$ cat config.mk
export PLATFORM = sky130hd
export DESIGN_NAME = wiper_nv_ctrl
export DESIGN_NICKNAME = d
export VERILOG_FILES = /design/src/rtl/dpot_pkg.sv /design/src/rtl/dpot_nv_timer.sv /design/src/rtl/dpot_ctrl.sv /design/src/rtl/dpot_datapath.sv /design/src/rtl/wiper_nv_ctrl.sv
export SDC_FILE = /design/constraint.sdc
export NUM_CORES = 1
export LEC_CHECK = 0
export ABC_AREA = 1
export ABC_CLOCK_PERIOD_IN_PS = 4210
export BUFFER_PORTS_ARGS = -buffer_cell sky130_fd_sc_hd__buf_2
export CELL_PAD_IN_SITES_DETAIL_PLACEMENT = 1
export CELL_PAD_IN_SITES_GLOBAL_PLACEMENT = 2
export CORE_UTILIZATION = 36
export DETAILED_ROUTE_END_ITERATION = 6
export PLACE_DENSITY = 0.9
export SETUP_SLACK_MARGIN = 0.4
export SYNTH_ARGS = -nofsm -noshare
export SYNTH_HDL_FRONTEND = slang
export SYNTH_SLANG_ARGS = --single-unit
export TNS_END_PERCENT = 50
$ cat constraint.sdc
create_clock -name clk -period 4.21 [get_ports clk]
set_clock_uncertainty 0.1 [all_clocks]
set_input_delay 0.421 -clock clk [delete_from_list [all_inputs] [get_ports clk]]
set_output_delay 0.421 -clock clk [all_outputs]
set_load 0.005 [all_outputs]
$ cat src/rtl/dpot_pkg.sv
package dpot_pkg;

  localparam int ADDR_W = 2;
  localparam int REG_W  = 8;

  localparam logic [ADDR_W-1:0] PTR_WIPER = 2'd0;
  localparam logic [ADDR_W-1:0] PTR_CTRL  = 2'd2;

  localparam int CTRL_MODE_BIT = 7;
  localparam int CTRL_RUN_BIT  = 6;
  localparam int CTRL_BUSY_BIT = 5;

  typedef struct packed {
    logic forceMid;
    logic recall;
    logic loadWiper;
    logic loadStore;
    logic loadCtrl;
  } regStrobes_t;

endpackage

$ cat src/rtl/dpot_nv_timer.sv
module dpot_nv_timer #(
  parameter int NV_CYCLES = 1000000
) (
  input  logic clk,
  input  logic rstN,
  input  logic abort,
  input  logic start,
  output logic busy
);

  localparam int CNT_W = $clog2(NV_CYCLES + 1);
  localparam logic [CNT_W-1:0] CNT_LOAD = CNT_W'(NV_CYCLES);
  localparam logic [CNT_W-1:0] CNT_LAST = CNT_W'(1);

  logic [CNT_W-1:0] remain;

  always_ff @(posedge clk or negedge rstN) begin
    if (!rstN) begin
      busy   <= 1'b0;
      remain <= '0;
    end else if (abort) begin
      busy   <= 1'b0;
      remain <= '0;
    end else if (start && !busy) begin
      busy   <= 1'b1;
      remain <= CNT_LOAD;
    end else if (busy) begin
      if (remain == CNT_LAST) begin
        busy   <= 1'b0;
        remain <= '0;
      end else begin
        remain <= remain - CNT_LAST;
      end
    end
  end

endmodule

$ cat src/rtl/dpot_ctrl.sv
module dpot_ctrl
  import dpot_pkg::*;
(
  input  logic              clk,
  input  logic              rstN,
  input  logic              pwrGood,
  input  logic              regWrEn,
  input  logic [ADDR_W-1:0] regAddr,
  input  logic              csRise,
  input  logic              modeVol,
  input  logic              nvBusy,
  output regStrobes_t       stb,
  output logic              startNv
);

  logic recalled;
  logic nvPending;
  logic accessOk;
  logic wrPointer0;

  assign accessOk   = pwrGood && recalled;
  assign wrPointer0 = accessOk && regWrEn && (regAddr == PTR_WIPER) && !nvBusy;

  always_comb begin
    stb           = '0;
    stb.forceMid  = !pwrGood;
    stb.recall    = pwrGood && !recalled;
    stb.loadWiper = wrPointer0;
    stb.loadStore = wrPointer0 && !modeVol;
    stb.loadCtrl  = accessOk && regWrEn && (regAddr == PTR_CTRL) && !nvBusy;
  end

  assign startNv = pwrGood && nvPending && csRise && !nvBusy;

  always_ff @(posedge clk or negedge rstN) begin
    if (!rstN) begin
      recalled <= 1'b0;
    end else begin
      recalled <= pwrGood;
    end
  end

  always_ff @(posedge clk or negedge rstN) begin
    if (!rstN) begin
      nvPending <= 1'b0;
    end else if (!pwrGood) begin
      nvPending <= 1'b0;
    end else if (startNv) begin
      nvPending <= 1'b0;
    end else if (stb.loadStore) begin
      nvPending <= 1'b1;
    end
  end

endmodule

$ cat src/rtl/dpot_datapath.sv
module dpot_datapath
  import dpot_pkg::*;
#(
  parameter int              WIPER_W  = 7,
  parameter logic [WIPER_W-1:0] IVR_INIT = '0
) (
  input  logic               clk,
  input  logic               rstN,
  input  regStrobes_t        stb,
  input  logic [REG_W-1:0]   regWrData,
  input  logic               regRdEn,
  input  logic [ADDR_W-1:0]  regAddr,
  input  logic               nvBusy,
  input  logic               shdnPinN,
  output logic [WIPER_W-1:0] wiperCode,
  output logic               modeVol,
  output logic               shutdown,
  output logic [REG_W-1:0]   regRdData
);

  localparam logic [WIPER_W-1:0] MID_CODE = WIPER_W'(1) << (WIPER_W - 1);
  localparam int PAD_W = REG_W - WIPER_W;

  logic [WIPER_W-1:0] storeVal;
  logic               runEn;
  logic [REG_W-1:0]   ctrlView;
  logic [REG_W-1:0]   ptr0View;
  logic [REG_W-1:0]   rdSel;

  always_ff @(posedge clk or negedge rstN) begin
    if (!rstN) begin
      storeVal <= IVR_INIT;
    end else if (stb.loadStore) begin
      storeVal <= regWrData[WIPER_W-1:0];
    end
  end

  always_ff @(posedge clk or negedge rstN) begin
    if (!rstN) begin
      wiperCode <= MID_CODE;
    end else if (stb.forceMid) begin
      wiperCode <= MID_CODE;
    end else if (stb.recall) begin
      wiperCode <= storeVal;
    end else if (stb.loadWiper) begin
      wiperCode <= regWrData[WIPER_W-1:0];
    end
  end

  always_ff @(posedge clk or negedge rstN) begin
    if (!rstN) begin
      modeVol <= 1'b0;
      runEn   <= 1'b1;
    end else if (stb.forceMid) begin
      modeVol <= 1'b0;
      runEn   <= 1'b1;
    end else if (stb.loadCtrl) begin
      modeVol <= regWrData[CTRL_MODE_BIT];
      runEn   <= regWrData[CTRL_RUN_BIT];
    end
  end

  assign shutdown = !shdnPinN || !runEn;

  always_comb begin
    ctrlView = '0;
    ctrlView[CTRL_MODE_BIT] = modeVol;
    ctrlView[CTRL_RUN_BIT]  = runEn;
    ctrlView[CTRL_BUSY_BIT] = nvBusy;
  end

  assign ptr0View = modeVol ? {{PAD_W{1'b0}}, wiperCode} : {{PAD_W{1'b0}}, storeVal};

  always_comb begin
    case (regAddr)
      PTR_WIPER: rdSel = ptr0View;
      PTR_CTRL:  rdSel = ctrlView;
      default:   rdSel = '0;
    endcase
  end

  always_ff @(posedge clk or negedge rstN) begin
    if (!rstN) begin
      regRdData <= '0;
    end else if (regRdEn) begin
      regRdData <= rdSel;
    end
  end

endmodule

$ cat src/rtl/wiper_nv_ctrl.sv
module wiper_nv_ctrl
  import dpot_pkg::*;
#(
  parameter int                 WIPER_W   = 7,
  parameter int                 NV_CYCLES = 1000000,
  parameter logic [WIPER_W-1:0] IVR_INIT  = '0
) (
  input  logic               clk,
  input  logic               rstN,
  input  logic               pwrGood,
  input  logic               shdnPinN,
  input  logic [1:0]         regAddr,
  input  logic               regWrEn,
  input  logic [7:0]         regWrData,
  input  logic               regRdEn,
  input  logic               csRise,
  output logic [WIPER_W-1:0] wiperCode,
  output logic               shutdown,
  output logic [7:0]         regRdData
);

  regStrobes_t stb;
  logic        startNv;
  logic        nvBusy;
  logic        modeVol;

  dpot_ctrl i_ctrl (
    .clk     (clk),
    .rstN    (rstN),
    .pwrGood (pwrGood),
    .regWrEn (regWrEn),
    .regAddr (regAddr),
    .csRise  (csRise),
    .modeVol (modeVol),
    .nvBusy  (nvBusy),
    .stb     (stb),
    .startNv (startNv)
  );

  dpot_nv_timer #(.NV_CYCLES(NV_CYCLES)) i_timer (
    .clk   (clk),
    .rstN  (rstN),
    .abort (!pwrGood),
    .start (startNv),
    .busy  (nvBusy)
  );

  dpot_datapath #(.WIPER_W(WIPER_W), .IVR_INIT(IVR_INIT)) i_datapath (
    .clk       (clk),
    .rstN      (rstN),
    .stb       (stb),
    .regWrData (regWrData),
    .regRdEn   (regRdEn),
    .regAddr   (regAddr),
    .nvBusy    (nvBusy),
    .shdnPinN  (shdnPinN),
    .wiperCode (wiperCode),
    .modeVol   (modeVol),
    .shutdown  (shutdown),
    .regRdData (regRdData)
  );

endmodule

Yosys cells after proc, flatten, opt, wreduce, memory -nomap -nowiden
Cells that the tools add are included.
W data, S select, Z words.
{"block": "word_totals", "ff_bits": 47, "latch_bits": 0, "mem_bits_rw": 0, "mem_bits_ro": 0, "in_bits": 17, "out_inout_bits": 16, "mem_count": 0}
{"block": "classes", "add_sub_neg": 1, "n_mul": 0, "div": 0, "n_lt_le_gt_ge": 0, "n_eq_ne": 6, "shifts": 0, "muxes": 20, "bitwise_logic": 0, "reduce_logical": 19}
{"cell": "$mux W20", "count": 4}
{"cell": "$mux W7", "count": 4}
{"cell": "$eq A20 B1 Y1 const B", "count": 1}
{"cell": "$sub A20 B1 Y20 const B", "count": 1}
{"cell": "$pmux W8 S2", "count": 1}
{"cell": "$logic_and A1 B1 Y1", "count": 12}
{"cell": "$mux W1", "count": 11}
{"cell": "$ne A3 B1 Y1 const B", "count": 3}
{"cell": "$logic_not A1 Y1", "count": 5}
{"cell": "$eq A2 B2 Y1 const B", "count": 1}
{"cell": "$logic_not A2 Y1", "count": 1}
{"cell": "$ne A2 B1 Y1 const B", "count": 1}
{"cell": "$logic_or A1 B1 Y1", "count": 1}

Logic depth before layout (Yosys ltp)
{"block": "logic_depth", "depth_word": 8, "mapped_depth": 10}

Cells and area by module
Synthesis repeated with hierarchy kept, for this count alone.
{"block": "hier_totals", "cells_unflattened": 350, "area_unflattened_um2": 2738.9}
{"module": "dpot_nv_timer", "n_inst": 1, "cells_each": 188, "area_each_um2": 1426.4, "seq_area_each_um2": 525.5}
{"module": "dpot_datapath", "n_inst": 1, "cells_each": 139, "area_each_um2": 1147.4, "seq_area_each_um2": 603.1}
{"module": "dpot_ctrl", "n_inst": 1, "cells_each": 22, "area_each_um2": 161.4, "seq_area_each_um2": 50.0}
{"module": "wiper_nv_ctrl", "n_inst": 1, "cells_each": 1, "area_each_um2": 3.8, "seq_area_each_um2": 0.0}

Least setup slack after synthesis
OpenSTA, ideal clock, no wires.
{"block": "synth_path", "kind": "flip-flop to flip-flop", "startpoint": "register i_timer.remain[1]", "endpoint": "register i_timer.busy", "setup_time_ns": 0.124, "arrival_time_ns": 1.264, "path_slack_ns": 2.723, "path_stages_with_launch": 10, "synth_period_minus_slack_ns": 1.487, "cell_sequence": "dfrtp_1 inv_1 ha_1 nand2_1 nor3_1 nand3_2 nand2_1 inv_2 nand2_4 nand2_1"}
{"block": "synth_via", "elab_chain_len": 5}
{"item": "start: declaration", "line": "dpot_nv_timer.sv:15", "source": "logic [CNT_W-1:0] remain;"}
{"item": "start signal: assignment", "line": "dpot_nv_timer.sv:32", "source": "remain <= remain - CNT_LAST;"}
{"item": "$eq A20 B1 Y1", "line": "dpot_nv_timer.sv:28", "source": "if (remain == CNT_LAST) begin"}
{"item": "$mux W1", "line": "dpot_nv_timer.sv:28"}
{"item": "$mux W1", "line": "dpot_nv_timer.sv:27", "source": "end else if (busy) begin"}
{"item": "$mux W1", "line": "dpot_nv_timer.sv:24", "source": "end else if (start && !busy) begin"}
{"item": "$mux W1", "line": "dpot_nv_timer.sv:21", "source": "end else if (abort) begin"}
{"item": "end signal: assignment", "line": "dpot_nv_timer.sv:22", "source": "busy <= 1'b0;"}
{"item": "end signal: assignment", "line": "dpot_nv_timer.sv:25", "source": "busy <= 1'b1;"}
{"item": "end signal: assignment", "line": "dpot_nv_timer.sv:29", "source": "busy <= 1'b0;"}
{"item": "end: declaration", "line": "dpot_nv_timer.sv:8", "source": "output logic busy"}
No other way between the ends.
A chain may end at the register's enable or synchronous reset.

Final worst setup path
{"block": "layout_path", "startpoint": "register i_ctrl.recalled", "endpoint": "register i_datapath.storeVal[6]"}
{"block": "layout_via", "elab_chain_len": 5}
{"item": "start: declaration", "line": "dpot_ctrl.sv:16", "source": "logic recalled;"}
{"item": "start signal: assignment", "line": "dpot_ctrl.sv:39", "source": "recalled <= pwrGood;"}
{"item": "$logic_and A1 B1 Y1", "line": "dpot_ctrl.sv:21", "source": "assign accessOk = pwrGood && recalled;"}
{"item": "$logic_and A1 B1 Y1 (3 in series)", "line": "dpot_ctrl.sv:22", "source": "assign wrPointer0 = accessOk && regWrEn && (regAddr == PTR_WIPER) && !nvBusy;"}
{"item": "$logic_and A1 B1 Y1", "line": "dpot_ctrl.sv:29", "source": "stb.loadStore = wrPointer0 && !modeVol;"}
{"item": "end signal: assignment", "line": "dpot_datapath.sv:34", "source": "storeVal <= regWrData[WIPER_W-1:0];"}
{"item": "end: declaration", "line": "dpot_datapath.sv:24", "source": "logic [WIPER_W-1:0] storeVal;"}
No other way between the ends.

==> out/qor.txt <==
status = completed
Peak Freq = 535.4 MHz
fin area = 2957 µm²
VDD IR-drop max = 0.2436 mV
Post-CTS Setup Inserts = 0
DRC = 0
Port Buf Inserts = 32
Hold-fix buffers, CTS = 0
initial antenna violation count = 0
Via density = 4.943
area of the multi-input gates = 1252 µm²
Avg Synthesized Cell Area = 7.874 µm²
row count = 30
setup TNS = 0 ps
Max Root-Sink Buffers = 2
CP max FO = 14
Post-CTS Resized = 0
Synth Cell Area = 2606 µm²
switching share of power = 0.3707
EDFF count, synth = 0
Synth warnings = 0
cell count after synthesis = 331
Final Critical Period = 1868 ps
largest net degree at the start of global routing = 48
Setup CP Type = reg -> reg
layout net count = 382
critical path data required time = 4300 ps
commonest non-fill, non-tap cell in the layout = nand2_1
Synthesized Nets = 350
H-Tree Depth = 2
Placeable Area = 6907 µm²
worst slew pin tran = 1103 ps
hpwl dp = 5064 µm
Comb pwr share = 0.307
share of cells above drive strength 1 = 0.2005
Critical Path End Type = register
vias after detailed routing = 2274
period utilization = 0.4437
Main synth FF type = dfrtp_1
top cell type's share of synthesized area = 0.4321
WP data arrival = 1960 ps
clock root cell = clkbuf_8
Worst Setup Start Kind = register
vias in the first global route = 2332
Psw = 0.4906 mW
final setup violation count = 0
flops & latches, synth = 47
drt first pass iters = 4
clk sinks = 47
Power Dens Cells = 447.6 nW/µm²
fin. max-slew vios = 0
Non-Filler Instances = 460
Post-synth ARST share = 1.000
endpoints failing hold = 0
Starting Density = 0.3774
initial DRC count = 90
die area = 7584 µm²
placed insts = 452
Slew HR = 0.2650
die extent in y = 87.09 µm
Die X = 87.09 µm
Routed Antenna Nets = 0
Layout Area Growth over Synthesis = 13.44%
first-pass GRT wire length = 11370 µm
Routed WL = 6838 µm
most frequent cells in the layout = nand2_1, dfrtp_1, nor2_1, buf_2, inv_1
clk_lat worst skew = 310 ps
CTS clk-pin slew, worst paths = 100 ps
Seq/Total Area, Yosys = 0.4522
Post-DP Area = 2840 µm²
fillers = 906
top post-synthesis cells by area = dfrtp_1, nand2_1, nor2_1
synth unique cells = 38
total internal power = 0.8327 mW
Hold WC Path Type = in -> async
biggest area consumer among synthesized cells = dfrtp_1
IO Pins = 33
All-Layer GR Usage = 0.1965
Seq pwr share = 0.427
average wire per standard cell = 14.87 µm
CTS tree = done
RSZ-0062 raised after global routing = false
GRT overflow = 0
Diodes inserted = 0
Placer Congestion = 0.7495
Num CTS Buffers = 5
Sequential Area = 1179 µm²
clock power share = 0.266
leakage = 1.517 nW
max-cap violation count = 0
[per-layer routing]
metal,up-vias,GRT usage,routed length [µm]
li1,1134,-,-
met1,1096,0.2793,3483
met2,34,0.3064,3075
met3,10,0.03223,171
met4,0,0.06061,108
met5,-,0,0
[power groups by stage]
| stage | sequential (mW) | combinational [mW] | clock (mW) |
|---|---|---|---|
| 2_1_floorplan | 0.557 | 0.295 | 0 |
| 3_3_place_gp | 0.571 | 0.390 | 0 |
| 3_5_place_dp | 0.573 | 0.403 | 0 |
| 4_1_cts | 0.565 | 0.409 | 0.362 |
| 5_1_grt | 0.573 | 0.462 | 0.377 |
| 6_report | 0.564 | 0.407 | 0.352 |
[kinds of logic (layout without fill, tap and decap cells)]
family	after synthesis	in the layout	share of synthesized area
and+or+nand+nor	183	183	0.3183
xor gates and xnor gates	9	9	0.03025
muxes	1	1	0.004320
DFF	47	47	0.4522
AOI/OAI and AO/OA	49	49	0.1181
adders and majority gates	2	2	0.009600
buffers and inverters	40	73	0.06721
[worst max-delay path, cell delays in order (launching register included)]
cell     delay [ps]
dfrtp_1         560
nand2_1         140
nor2_2          200
nand2_2         100
nor2_4          280
mux2_2          370
[area by class of cell]
type	count	share of cell area
multi-input combinational	244	0.4236
timing repair buffer	32	0.05417
inverter	33	0.04359
sequential	47	0.3986
clock buffer	5	0.02328
tap	96	0.04063
clock inverter	3	0.01608
[worst paths after layout]
path,depth (start not counted),slack [ps],endpoint,from
max reg2reg,5,2340,i_datapath.storeVal[6]$_DFFE_PN0P_,i_ctrl.recalled$_DFF_PN0_
max,5,2340,i_datapath.storeVal[6]$_DFFE_PN0P_,i_ctrl.recalled$_DFF_PN0_
min,1,220,i_timer.remain[4]$_DFFE_PN0P_,rstN
min reg2reg,2,390,i_datapath.runEn$_DFFE_PN1P_,i_datapath.runEn$_DFFE_PN1P_
min in group clk,3,240,i_datapath.storeVal[1]$_DFFE_PN0P_,regWrData[1]
max in group asynchronous,1,3120,i_timer.busy$_DFF_PN0_,rstN
[per-stage QoR]
| stage | utilization | worst slack, ps | total power, mW | hold WS [ps] |
|---|---|---|---|---|
| 6_report | 0.4281 | 2342 | 1.323 | 215.3 |
| 5_1_grt | 0.4281 | 2238 | 1.412 | 241.5 |
| 4_1_cts | 0.4281 | 2330 | 1.335 | 232.5 |
| 3_5_place_dp | 0.4112 | 2143 | 0.9758 | 377.8 |
| 3_3_place_gp | 0.4112 | 2237 | 0.9611 | 374.8 |
| 2_1_floorplan | - | 2723 | 0.8521 | 25.41 |
[Yosys cell counts (2+ instances only)]
| library cell | number |
|---|---|
| nand2_1 | 95 |
| dfrtp_1 | 45 |
| nor2_1 | 36 |
| inv_1 | 28 |
| nand3_1 | 23 |
| o21ai_0 | 22 |
| o21ai_2 | 9 |
| xor2_1 | 9 |
| a31oi_1 | 7 |
| o22ai_1 | 5 |
| nor2_2 | 4 |
| nor2_4 | 4 |
| nor3_1 | 4 |
| buf_4 | 3 |
| inv_2 | 3 |
| or2_0 | 3 |
| clkbuf_1 | 2 |
| dfstp_2 | 2 |
| ha_1 | 2 |
| inv_4 | 2 |
| nand2_4 | 2 |
| nand3_2 | 2 |
| nand4_1 | 2 |
| o211ai_1 | 2 |
| or2_1 | 2 |
[state kept, by name, indices dropped and copies added, names as in the netlist]
name and cells:
i_datapath.modeVol 1, i_ctrl.recalled 1, i_ctrl.nvPending 1, i_datapath.regRdData 8, i_timer.remain 20, i_datapath.wiperCode 7
i_datapath.runEn 1, i_timer.busy 1, i_datapath.storeVal 7
Power figures use the tool's default switching activity.
